<file path="config.mk">
export PLATFORM = sky130hd
export DESIGN_NAME = mmc_irq_router
export DESIGN_NICKNAME = d
export VERILOG_FILES = /design/src/rtl/mmc_irq_pkg.sv /design/src/rtl/mmc_irq_pending.sv /design/src/rtl/mmc_irq_mask.sv /design/src/rtl/mmc_irq_combine.sv /design/src/rtl/mmc_irq_router.sv
export SDC_FILE = /design/constraint.sdc
export NUM_CORES = 1
export LEC_CHECK = 0
export BUFFER_PORTS_ARGS = -buffer_cell sky130_fd_sc_hd__buf_4
export CELL_PAD_IN_SITES_DETAIL_PLACEMENT = 0
export CELL_PAD_IN_SITES_GLOBAL_PLACEMENT = 1
export CORE_MARGIN = 4
export CORE_UTILIZATION = 26
export DETAILED_ROUTE_END_ITERATION = 8
export GPL_TIMING_DRIVEN = 1
export PLACE_DENSITY_LB_ADDON = 0.1
export SKIP_LAST_GASP = 1
export SYNTH_ARGS = -nofsm -noshare
export SYNTH_HDL_FRONTEND = slang
export SYNTH_SLANG_ARGS = --single-unit
</file>
<file path="constraint.sdc">
create_clock -name clk -period 1.3 [get_ports clk]
set_clock_uncertainty 0.05 [all_clocks]
set_input_delay 0.13 -clock clk [delete_from_list [all_inputs] [get_ports clk]]
set_output_delay 0.13 -clock clk [all_outputs]
set_load 0.05 [all_outputs]
</file>
<file path="src/rtl/mmc_irq_pkg.sv">
package mmc_irq_pkg;
  localparam int NSRC      = 13;
  localparam int BUS_W     = 32;
  // bit positions that carry individual behaviour
  localparam int IDX_CLKOFF = 4;
  localparam int IDX_RXREQ  = 5;
  localparam int IDX_TXREQ  = 6;

  typedef struct packed {
    logic irq;
    logic rx_dreq;
    logic tx_dreq;
  } route_t;
endpackage

</file>
<file path="src/rtl/mmc_irq_pending.sv">
module mmc_irq_pending #(
  parameter int NSRC = mmc_irq_pkg::NSRC
) (
  input  logic            clk,
  input  logic            rst,
  input  logic [NSRC-1:0] set_vec,
  input  logic [NSRC-1:0] clr_vec,
  output logic [NSRC-1:0] pend_nx,
  output logic [NSRC-1:0] pend_q
);
  // set has priority over clear in every bit
  for (genvar i = 0; i < NSRC; i++) begin : g_bit
    always_comb pend_nx[i] = set_vec[i] | (pend_q[i] & ~clr_vec[i]);

    always_ff @(posedge clk) begin
      if (rst) pend_q[i] <= 1'b0;
      else     pend_q[i] <= pend_nx[i];
    end
  end
endmodule

</file>
<file path="src/rtl/mmc_irq_mask.sv">
module mmc_irq_mask #(
  parameter int NSRC  = mmc_irq_pkg::NSRC,
  parameter int BUS_W = mmc_irq_pkg::BUS_W
) (
  input  logic             clk,
  input  logic             rst,
  input  logic             we,
  input  logic [BUS_W-1:0] wdata,
  output logic [NSRC-1:0]  mask_nx,
  output logic [NSRC-1:0]  mask_q
);
  always_comb mask_nx = we ? wdata[NSRC-1:0] : mask_q;

  always_ff @(posedge clk) begin
    if (rst) mask_q <= '0;
    else     mask_q <= mask_nx;
  end
endmodule

</file>
<file path="src/rtl/mmc_irq_combine.sv">
module mmc_irq_combine
  import mmc_irq_pkg::*;
#(
  parameter int NSRC = mmc_irq_pkg::NSRC
) (
  input  logic            clk,
  input  logic            rst,
  input  logic [NSRC-1:0] pend_nx,
  input  logic [NSRC-1:0] mask_nx,
  input  logic            dma_mode,
  output route_t          route_q
);
  logic [NSRC-1:0] eff_mask;
  route_t          route_d;

  for (genvar i = 0; i < NSRC; i++) begin : g_eff
    if (i == IDX_RXREQ || i == IDX_TXREQ) begin : g_fifo
      always_comb eff_mask[i] = mask_nx[i] | dma_mode;
    end else begin : g_plain
      always_comb eff_mask[i] = mask_nx[i];
    end
  end

  always_comb begin
    route_d.irq     = |(pend_nx & ~eff_mask);
    route_d.rx_dreq = dma_mode & pend_nx[IDX_RXREQ];
    route_d.tx_dreq = dma_mode & pend_nx[IDX_TXREQ];
  end

  always_ff @(posedge clk) begin
    if (rst) route_q <= '0;
    else     route_q <= route_d;
  end
endmodule

</file>
<file path="src/rtl/mmc_irq_router.sv">
module mmc_irq_router
  import mmc_irq_pkg::*;
#(
  parameter int NSRC  = mmc_irq_pkg::NSRC,
  parameter int BUS_W = mmc_irq_pkg::BUS_W
) (
  input  logic             clk,
  input  logic             rst,
  input  logic [NSRC-1:0]  src_set,
  input  logic             mask_we,
  input  logic [BUS_W-1:0] mask_wdata,
  input  logic             dma_mode,
  input  logic             clk_start_cmd,
  input  logic             clk_stop_cmd,
  input  logic             rx_port_rd,
  input  logic             tx_port_wr,
  output logic [NSRC-1:0]  pend_o,
  output logic [NSRC-1:0]  mask_o,
  output logic             irq_o,
  output logic             rx_dreq_o,
  output logic             tx_dreq_o
);
  logic [NSRC-1:0] set_all, clr_all, pend_nx, mask_nx;
  route_t          route_q;

  always_comb begin
    set_all = src_set;
    set_all[IDX_CLKOFF] = src_set[IDX_CLKOFF] | clk_stop_cmd;
    clr_all = '0;
    clr_all[IDX_CLKOFF] = clk_start_cmd;
    clr_all[IDX_RXREQ]  = rx_port_rd;
    clr_all[IDX_TXREQ]  = tx_port_wr;
  end

  mmc_irq_pending #(.NSRC(NSRC)) u_pend (
    .clk(clk), .rst(rst), .set_vec(set_all), .clr_vec(clr_all),
    .pend_nx(pend_nx), .pend_q(pend_o)
  );

  mmc_irq_mask #(.NSRC(NSRC), .BUS_W(BUS_W)) u_mask (
    .clk(clk), .rst(rst), .we(mask_we), .wdata(mask_wdata),
    .mask_nx(mask_nx), .mask_q(mask_o)
  );

  mmc_irq_combine #(.NSRC(NSRC)) u_comb (
    .clk(clk), .rst(rst), .pend_nx(pend_nx), .mask_nx(mask_nx),
    .dma_mode(dma_mode), .route_q(route_q)
  );

  assign irq_o     = route_q.irq;
  assign rx_dreq_o = route_q.rx_dreq;
  assign tx_dreq_o = route_q.tx_dreq;
endmodule

</file>
Yosys cells after proc, flatten, opt, wreduce, memory -nomap -nowiden. Index checks and enable logic that the tools add are counted.

Bitwise gates (word level): 26. Reduce and logical (&&, ||, !) cells: 1. Add/sub/neg operators: 0. Multiply operators: 0. Shift-type cells: 0. Divide/modulo/power cells: 0. Muxes and demuxes: 1. Magnitude comparators: 0. Equality and inequality tests: 0.

Operators by type and width (number): 1-bit OR (16); 13-bit bitwise AND (1); 13-bit two-way mux (1); 13-bit inverter (1); 13-bit OR reduction (1); 1-bit bitwise AND (5); 1-bit inverter (3).

Word-level logic and storage cells: 45. Register bits: 29. Bits of input ports: 53. Output and inout bits: 29. Bits in writable memories: 0. Memories kept: 0. Bits in latches: 0. Bits in read-only memories: 0.

Depth between registers and ports, before layout. Gate-level depths: netlist of the first run.

Depth after elaboration: 5. Gate-level depth with buffers: 6. Depth with buffers taken out: 4.

Modules after synthesis. Synthesis of the first run repeated with hierarchy kept, for this count alone.

Cell total of the unflattened synthesis: 132. Area, all modules: 1392.6 um^2.

Modules (own cells, without submodules): mmc_irq_pending (instances 1, cells each 66, seq. area each 260.2 um^2, area each 575.6 um^2); mmc_irq_mask (instances 1, cells each 41, seq. area each 260.2 um^2, area each 564.3 um^2); mmc_irq_combine (instances 1, cells each 23, seq. area each 60.1 um^2, area each 242.7 um^2); mmc_irq_router (instances 1, cells each 2, seq. area each 0.0 um^2, area each 10.0 um^2).

Worst setup path after synthesis of the first run. OpenSTA, ideal clock, no wires.

Path type: register to register. Start: register u_mask.mask_q[12]. End: register, netlist name u_comb.route_q[2]. Required time: 1.125 ns. Period minus slack after synthesis: 1.528 ns. Path slack: -0.228 ns. Arrival: 1.353 ns. Stages on the path, launching flop included: 5. Buffers on the path: 0. Setup time: 0.125 ns. Cell sequence: dfxtp_1 -> mux2i_1 -> o21ai_0 -> nand4_1 -> o41a_1.

Cells in the longest elaborated chain, start to end: 4.

RTL lines: from (decl) (RTL line mmc_irq_mask.sv:10) `output logic [NSRC-1:0] mask_q`; from (signal assigned) (RTL line mmc_irq_mask.sv:16) `else mask_q <= mask_nx;`; 13-bit two-way mux (RTL line mmc_irq_mask.sv:12) `always_comb mask_nx = we ? wdata[NSRC-1:0] : mask_q;`; 13-bit inverter (RTL line mmc_irq_combine.sv:25) `route_d.irq = |(pend_nx & ~eff_mask);`; 13-bit bitwise AND (RTL line mmc_irq_combine.sv:25); 13-bit OR reduction (RTL line mmc_irq_combine.sv:25).

No other way between the ends. A chain may end at the register's enable or synchronous reset.

Final worst setup path of the first run.
Start: register u_pend.pend_q[4]. End: register, netlist name u_comb.route_q[2].

Cells in the longest elaborated chain, start to end: 4.

RTL lines: from (decl) (RTL line mmc_irq_pending.sv:9) `output logic [NSRC-1:0] pend_q`; from (signal, indexed assignment) (RTL line mmc_irq_pending.sv:17) `else pend_q[i] <= pend_nx[i];`; 1-bit bitwise AND (RTL line mmc_irq_pending.sv:13) `always_comb pend_nx[i] = set_vec[i] | (pend_q[i] & ~clr_vec[i]);`; 1-bit OR (RTL line mmc_irq_pending.sv:13); 13-bit bitwise AND (RTL line mmc_irq_combine.sv:25); 13-bit OR reduction (RTL line mmc_irq_combine.sv:25).

No other way between the ends.

==> summary.md, run 1 <==
| Metric | Value |
|---|---|
| Largest area contributor in the netlist | dfxtp_1 |
| CTS buffer count | 5 |
| Layout area overhead | 59.4% |
| Per-cell routed wire length | 12.0 um |
| Synth area leaders | dfxtp_1 (55%), nor2_1 (14%), mux2i_1 (12%), o21ai_2 (4.2%), o21ai_0 (3.3%) |
| Post-synth EDFFs | 0 |
| Die area | 0.00514 mm2 |
| Max_slew headroom | 0.817 |
| DP Wirelength | 2130 um |
| Clk_lat worst skew | between 200 and 300 ps |
| Sequential fraction of the synthesis area | 0.550 |
| Critical path endpoint category | register |
| Post-Route WL | 2710 um |
| Post-Syn Area | 0.00105 mm2 |
| IO Port Bufs | 62 |
| Hold WS | 23.6 ps |
| I/O pins | 82 |
| Clock sinks | 29 |
| Final min period | 1230 ps |
| Placement Setup Slack | -44.8 ps |
| CTS tree | yes |
| Worst Path Max Fanout | 2 |
| Maximum clock insertion buffer count | 2 |
| Max-cap violations | 0 |
| Startpoint types | register |
| Placer Congestion | 0.667 |
| Via/cell ratio | 4.23 |
| CP arrival | about 1300 ps |
| Final cell count without fillers | 225 |
| CTS hold repair buffers | 0 |
| Worst Hold Class | input port to register |
| Clk slew on worst S/H paths | 60 ps |
| Post-Route Utilization | 0.443 |
| RSZ-0062 raised after global routing | yes |
| Async S/R FF share, synth | 0 |
| PwrDens | 1300 mW/mm2 |
| Postcts setup bufs | 0 |
| GRT Total Usage | 0.113 |
| Post-cts sizing count | 0 |
| Total chip power | around 0.0022 W |
| CP Class | register to register |
| Via count | between 900 and 1000 |
| Slew Viols, Final | 0 |
| Die outline height | 71.7 um |
| Yosys top cell area share | 0.550 |
| Final hold vios | 0 |
| Post-Place Cells | 217 |
| CTS Root Cell | clkbuf_8 |
| Cell Rows | 22 |
| Initial detailed-routing violation count | 20 |
| Syn_area_per_cell | 9.59 um2 |
| Vias in the first global route | 1037 |
| Post-synth top cells | nor2_1 (39), dfxtp_1 (29), mux2i_1 (13) |
| Post-Syn Nets | 163 |
| Nets | 229 |
| Synth cell types | 17 |
| Ys flop type | dfxtp_1 |
| Status | completed |
| DR pass1 iterations | 2 |
| Initial antenna violation count | 0 |
| Initial Util | 0.278 |
| Final ANT Viol Nets | 0 |
| N_diodes | 0 |
| Syn. warnings | 0 |
| H-tree Lvls | 2 |
| DRC viols | 0 |
| Leakage | 0.803 nW |
| Share of layout cells above drive strength 1 | 0.548 |
| Die X | 71.7 um |
| Core ar. | 0.00380 mm2 |
| #FFs+latches synth | 29 |
| Post-Syn Instances | 110 |
| Crit share post-route | 0.946 |
| Endpoints failing setup | 0 |
| First-pass GRT wire length | 4560 um |
| Worst setup margin | a little under 70 ps |
| Largest vdd supply drop | slightly below 0.5 mV |
| Largest net degree at the start of global routing | 27 |
| Slew of the pin with the lowest slew margin | 274 ps |
| Grt ovf | 0 |
| Max Clk Rate | 0.813 GHz |
| Critical path required time | 1410 ps |
| Most used standard cell by instance count after synthesis | nor2_1 |
-- path summary, 6_finish.rpt --
path / from / to / slack, ps / depth (start not counted)
hold / removal: src_set[12] / u_pend.pend_q[12] / 20 / 3
setup reg to reg: u_pend.pend_q[4] / u_comb.route_q[2] / 70 / 4
setup / recovery: u_pend.pend_q[4] / u_comb.route_q[2] / 70 / 4
hold reg to reg: u_pend.pend_q[12] / u_pend.pend_q[12] / 430 / 2
-- power by group --
| group | internal [W] | switching [W] | total, W |
|---|---|---|---|
| registers | 0.000947 | 0.0000341 | 0.000981 |
| logic | 0.000194 | 0.000317 | 0.000511 |
| clock network | 0.000379 | 0.000308 | 0.000687 |
-- worst max-delay path, stage by stage (launching register included) --
cell	delay (ps)
dfxtp_2	310
nor2b_1	130
o31ai_1	210
nand3_1	110
o41a_1	310
-- logic make-up (layout without fill, tap and decap cells) --
| family | Yosys count | count (layout) | share of synthesized area |
|---|---|---|---|
| AO/OA/AOI/OAI | 16 | 16 | 0.106 |
| flip-flops | 29 | 29 | 0.550 |
| multiplexers | 13 | 13 | 0.123 |
| buffers and inverters | 6 | 73 | 0.0439 |
| AND/OR/NAND/NOR | 46 | 46 | 0.177 |
-- cell type report --
| class | count | area (um2) |
|---|---|---|
| Fill cell | 395 | 2120 |
| Sequential cell | 29 | 629 |
| Timing Repair Buffer | 64 | 480 |
| Multi-Input combinational cell | 75 | 428 |
| Clock buffer | 8 | 80.1 |
| Tap cell | 48 | 60.1 |
| Inverter | 1 | 3.75 |
-- registers in the layout, indices dropped and copies added (netlist names) --
name / cells
u_comb.route_q: 3
u_mask.mask_q: 13
u_pend.pend_q: 13
-- cell usage in the layout (no fill, tap or decap), types with 2 or more instances in the layout --
master and instances:
clkbuf_8 5, mux2i_1 13, nor2b_1 3, clkbuf_1 3, dfxtp_4 8, nor2_1 39, nand4_1 2, dfxtp_1 6
dfxtp_2 15, o21ai_2 5, o21ai_0 4, buf_4 64, o21ai_1 3
-- through the flow --
step	TNS [ps]	area [um2]
3_3_place_gp	-44.2	1600
5_1_grt	-17.0	1680
6_report	0	1680
4_1_cts	0	1680
3_5_place_dp	-44.8	1600
2_1_floorplan	0	1100
-- routing by layer --
| layer | share of wire | vias up | track usage | routed length [um] |
|---|---|---|---|---|
| met4 | 0.0063 | 0 | 0.0376 | 17 |
| li1 | - | 499 | - | - |
| met3 | 0.077 | 2 | 0.0533 | 209 |
| met1 | 0.43 | 418 | 0.132 | 1170 |
| met2 | 0.48 | 32 | 0.184 | 1310 |
| met5 | 0 | - | 0 | 0 |
Note: power is estimated with default switching activity, not from simulation.
==> run 2: changes to the inputs <==
--- a/config.mk
+++ b/config.mk
@@ -12,6 +12,7 @@
 export CORE_UTILIZATION = 26
 export DETAILED_ROUTE_END_ITERATION = 8
 export GPL_TIMING_DRIVEN = 1
+export HOLD_SLACK_MARGIN = 0.03
 export PLACE_DENSITY_LB_ADDON = 0.1
 export SKIP_LAST_GASP = 1
 export SYNTH_ARGS = -nofsm -noshare
==> run 2 against run 1 <==
Compared with the run above:
- sequential power about the same
- flip-flop and latch count unchanged
- clock-buffer cell count unchanged
- global-route usage up 0.28 points
- final cell count up 4.0%
- combinational power up 4.3%
- critical path depth unchanged
- maximum frequency up 0.32%
- clock power about the same
- critical endpoint unchanged
- highest routed layer unchanged
==> summary.md, run 2 (synthesis gave the netlist of run 1 again) <==
| Metric | Value |
|---|---|
| Status | completed |
| Clk slew on worst S/H paths | 60 ps |
| Final min period | 1230 ps |
| H-tree Lvls | 2 |
| Most common library cell in the layout ignoring fill and taps | buf_4 |
| Regs by FF count | u_mask.mask_q (13), u_pend.pend_q (13), u_comb.route_q (3) |
| Layout area overhead | 68.0% |
| Cell Rows | 22 |
| Worst Path Max Fanout | 2 |
| DR pass1 iterations | 4 |
| Clock sinks | 29 |
| CP max-delay cell | dfxtp_2 |
| Clk_lat worst skew | around 270 ps |
| Worst r2r path cells | 4 |
| Crit-path max cell delay | around 310 ps |
| Startpoint types | register |
| CP arrival | 1330 ps |
| Max_slew headroom | 0.817 |
| Max Clk Rate | slightly above 0.8 GHz |
| Per-cell routed wire length | 11.8 um |
| Crit share post-route | 0.943 |
| Via/cell ratio | 4.24 |
| CTS buffer count | 5 |
| Multi-input gate area | 428 um2 |
| Largest net degree at the start of global routing | 27 |
| N_diodes | 0 |
| Grt ovf | 0 |
| Die outline height | 71.7 um |
| Buf/Inv on CP | 0 |
| Total chip power | roughly 0.0022 W |
| Register area | between 600 and 700 um2 |
| I/O pins | 82 |
| Switching power total | 0.000662 W |
| Post-Route WL | 2760 um |
| Sum of negative setup slack | 0 ps |
| Final hold vios | 0 |
| Placer Congestion | between 0.6 and 0.7 |
| # fillers | 388 |
| Critical path required time | 1400 ps |
| Initial antenna violation count | 0 |
| Nets | approximately 240 |
| Reg2reg setup slack | 70 ps |
| PwrDens | 1240 mW/mm2 |
| DRC viols | 0 |
| Switch share | 0.301 |
| Int Pwr | about 0.0015 W |
| Power share of the combinational group | 0.242 |
| Maximum clock insertion buffer count | 2 |
| Initial detailed-routing violation count | 23 |
| Core ar. | 0.00380 mm2 |
| Largest vdd supply drop | 0.497 mV |
| Final Cell Area | around 0.0018 mm2 |
| CTS Root Cell | clkbuf_8 |
| DP Wirelength | around 2100 um |
| Via count | 993 |
| Leakage | between 0.8 and 0.9 nW |
| Area after DPL | 0.00160 mm2 |
| CP Launch Point | u_pend.pend_q[4] |
| IO Port Bufs | 62 |
| Die X | 71.7 um |
| Critical path endpoint category | register |
| Slew of the pin with the lowest slew margin | 275 ps |
| First-pass GRT wire length | about 4700 um |
| Post-Place Cells | about 220 |
| Clock share of power | 0.312 |
| Critical path, cell by cell | nor2b_1, o31ai_1, nand3_1, o41a_1 |
| Hold WS | 40.4 ps |
| Max-cap violations | 0 |
| Endpoints failing setup | 0 |
| CP top delay family | compound AO/OA/AOI/OAI gates |
| Terminus of the critical flop-to-flop path | u_comb.route_q[2] |
| Final ANT Viol Nets | 0 |
| Postcts setup bufs | 0 |
| Sequential power share | 0.446 |
| Share of layout cells above drive strength 1 | 0.522 |
| Worst Setup EP | u_comb.route_q[2] |
| CTS tree | yes |
| RSZ-0062 raised after global routing | yes |
| Initial Util | 0.278 |
| Die area | 0.00514 mm2 |
| CP Class | register to register |
| Worst Hold Class | input port to register |
| Crit path depth | 4 |
| Final cell count without fillers | 234 |
| Vias in the first global route | 1087 |
| GRT Total Usage | 0.116 |
| Slew Viols, Final | 0 |
| Reg2reg start | u_pend.pend_q[4] |
| Highest-count cells in the layout ignoring fill and taps | buf_4 (64), nor2_1 (39), dfxtp_2 (15) |
[run 2: cell types whose count changed in the layout (fill, tap and decap cells not counted), sizes merged]
| cell | change |
|---|---|
| dlygate4sd3 | +9 |
[run 2: worst min path at each step]
stage                       startpoint                end  slack, ps  cells past startpoint
after floorplan             src_set[0]   u_pend.pend_q[0]        200                      2
after global placement     src_set[11]  u_pend.pend_q[11]        290                      3
after detailed placement   src_set[11]  u_pend.pend_q[11]        300                      3
after CTS                 clk_stop_cmd   u_pend.pend_q[4]         30                      2
after global routing      clk_stop_cmd   u_pend.pend_q[4]         50                      2
final                       src_set[3]   u_pend.pend_q[3]         40                      3
[run 2: tightest hold or removal path: cells and delay by family]
| kind | cells | cell delay, ps |
|---|---|---|
| AND/OR/NAND/NOR | 2 | 100 |
| buffers and inverters | 1 | 90 |
[run 2: cell type report]
class	count	area share
inverters	1	0.00212
repair buffers	73	0.322
clock buffers	8	0.0452
well taps	48	0.0339
flip-flops and latches	29	0.355
multi-input cells	75	0.242
[run 2: what timing repair did]
action                                  4_1_cts  5_1_grt
hold buffers                                  9        0
resized for setup                             0        5
hold endpoints to repair                      9        0
endpoints found under the setup margin        0        1
[run 2: power by group through the flow]
| stage | combinational, W | sequential (W) | clock [W] |
|---|---|---|---|
| 4_1_cts | 0.000539 | 0.000981 | 0.000712 |
| 3_3_place_gp | 0.000513 | 0.000999 | 0 |
| 3_5_place_dp | 0.000518 | 0.00100 | 0 |
| 6_report | 0.000533 | 0.000981 | 0.000686 |
| 5_1_grt | 0.000572 | 0.000990 | 0.000758 |
| 2_1_floorplan | 0.000125 | 0.00120 | 0 |
[run 2: routing by layer]
metal	GRT usage	vias up	part of all wire
met5	0	-	0
met4	0.0376	0	0.0062
met3	0.0519	2	0.074
met2	0.191	33	0.49
met1	0.135	441	0.43
li1	-	517	-
[run 2: stage by stage]
stage | setup slack [ps] | util
floorplan | 1.72 | -
global placement | -44.2 | 0.422
detailed placement | -44.8 | 0.422
CTS | 14.0 | 0.466
global route | -18.0 | 0.466
finish | 73.5 | 0.466
==> run 3: changes to the inputs <==
--- a/config.mk
+++ b/config.mk
@@ -5,7 +5,7 @@
 export SDC_FILE = /design/constraint.sdc
 export NUM_CORES = 1
 export LEC_CHECK = 0
-export BUFFER_PORTS_ARGS = -buffer_cell sky130_fd_sc_hd__buf_4
+export BUFFER_PORTS_ARGS = -buffer_cell sky130_fd_sc_hd__buf_2
 export CELL_PAD_IN_SITES_DETAIL_PLACEMENT = 0
 export CELL_PAD_IN_SITES_GLOBAL_PLACEMENT = 1
 export CORE_MARGIN = 4
==> run 3 against run 2 <==
Compared with the run above:
- critical path depth unchanged
- combinational power decreased by 12%
- worst setup slack got worse by 11 ps
- flip-flop and latch count unchanged
==> summary.md, run 3 (synthesis gave the netlist of run 1 again) <==
| Metric | Value |
|---|---|
| Sequential power share | 0.458 |
| Postcts setup bufs | 0 |
| Placer Congestion | between 0.6 and 0.7 |
| Total chip power | 0.00214 W |
| CTS buffer count | 5 |
| GRT Total Usage | 0.118 |
| Int Pwr | 0.00147 W |
| Max Clk Rate | 0.808 GHz |
| Per-cell routed wire length | between 10 and 15 um |
| Worst Path Max Fanout | 2 |
| Leakage | 0.789 nW |
| Switch share | 0.314 |
| CTS Root Cell | clkbuf_8 |
| First-pass GRT wire length | 4730 um |
| Core ar. | 0.00380 mm2 |
| Hold WS | 34.8 ps |
| Most common library cell in the layout ignoring fill and taps | buf_2 |
| Maximum clock insertion buffer count | 2 |
| Endpoints failing setup | 0 |
| Regs by FF count | u_mask.mask_q (13), u_pend.pend_q (13), u_comb.route_q (3) |
| Status | completed |
| Slew of the pin with the lowest slew margin | 378 ps |
| Initial antenna violation count | 0 |
| Final ANT Viol Nets | 0 |
| CP arrival | 1350 ps |
| Startpoint types | register |
| Crit-path max cell delay | 310 ps |
| Clk slew on worst S/H paths | 60 ps |
| Critical path required time | 1410 ps |
| Via count | 1010 |
| Die area | 0.00514 mm2 |
| Share of layout cells above drive strength 1 | 0.549 |
| RSZ-0062 raised after global routing | yes |
| Worst Hold Class | input port to register |
| Via/cell ratio | between 4 and 5 |
| Initial Util | 0.278 |
| PwrDens | 1350 mW/mm2 |
| CP max-delay cell | dfxtp_2 |
| I/O pins | 82 |
| DR pass1 iterations | 4 |
| Die outline height | 71.7 um |
| Clock share of power | 0.324 |
| Final hold vios | 0 |
| Vias in the first global route | about 1100 |
| Cell Rows | 22 |
| Largest net degree at the start of global routing | 19 |
| N_diodes | 0 |
| CTS tree | yes |
| Power share of the combinational group | 0.219 |
| Critical path, cell by cell | nor2b_1, o31ai_2, nand3_1, o41a_1 |
| Layout area overhead | 49.8% |
| Crit share post-route | 0.952 |
| CP Class | register to register |
| Clock sinks | 29 |
| # fillers | 418 |
| Final min period | 1240 ps |
| IO Port Bufs | 62 |
| Die X | 71.7 um |
| Nets | 234 |
| Post-Route WL | about 2800 um |
| Clk_lat worst skew | 280 ps |
| Initial detailed-routing violation count | 37 |
| Critical path endpoint category | register |
| Highest-count cells in the layout ignoring fill and taps | buf_2 (62), nor2_1 (39), dfxtp_2 (15) |
| Largest vdd supply drop | 0.708 mV |
| Slew Viols, Final | 0 |
| Switching power total | 0.000672 W |
| Max-cap violations | 0 |
| H-tree Lvls | 2 |
| Grt ovf | 0 |
| Max_slew headroom | 0.748 |
| Sum of negative setup slack | 0 ps |
| DRC viols | 0 |
run 3: through the flow:
| step | util | area (um2) | worst slack [ps] | std cells |
|---|---|---|---|---|
| floorplan | - | 1100 | 1.72 | 110 |
| global placement | 0.383 | 1450 | -167 | 218 |
| detailed placement | 0.383 | 1450 | -171 | 218 |
| CTS | 0.415 | 1580 | 15.6 | 230 |
| global route | 0.416 | 1580 | -3.19 | 230 |
| finish | 0.416 | 1580 | 62.6 | 230 |
run 3: final timing paths:
check | start | to | slack, ps | cells past startpoint
worst max-delay path | u_pend.pend_q[4] | u_comb.route_q[2] | 60 | 4
worst min-delay path | src_set[8] | u_pend.pend_q[8] | 30 | 3
worst max register to register | u_pend.pend_q[4] | u_comb.route_q[2] | 60 | 4
worst min register to register | u_pend.pend_q[12] | u_pend.pend_q[12] | 420 | 2
run 3: critical path: cells and delay by family (launching register included):
family             cells  cell delay (ps)
AOI/OAI and AO/OA      2              500
DFF                    1              310
and+or+nand+nor        2              260
run 3: power by group through the flow:
stage | registers, W | logic [W] | clock network (W)
finish | 0.000979 | 0.000467 | 0.000692
global route | 0.000987 | 0.000507 | 0.000769
CTS | 0.000980 | 0.000469 | 0.000722
detailed placement | 0.000998 | 0.000460 | 0
global placement | 0.000997 | 0.000458 | 0
floorplan | 0.00120 | 0.000125 | 0
run 3: layout make-up:
class                      count  area, um2  share of cell area
timing repair buffer          69        373               0.236
clock buffer                   7       76.3              0.0483
sequential                    29        629               0.398
tap                           48       60.1              0.0380
clock inverter                 1       5.00             0.00317
inverter                       1       3.75             0.00238
multi-input combinational     75        433               0.274
run 3: timing repair:
| item | 4_1_cts | 5_1_grt |
|---|---|---|
| endpoints found under the setup margin | 0 | 1 |
| gates resized for setup | 0 | 5 |
| hold buffers | 4 | 0 |
| endpoints found under the hold margin | 4 | 0 |
run 3: routing by layer:
metal	wire [um]	vias up	global-route usage
li1	-	508	-
met1	1180	457	0.137
met2	1350	41	0.185
met3	239	4	0.0575
met4	27	0	0.0522
met5	0	-	0
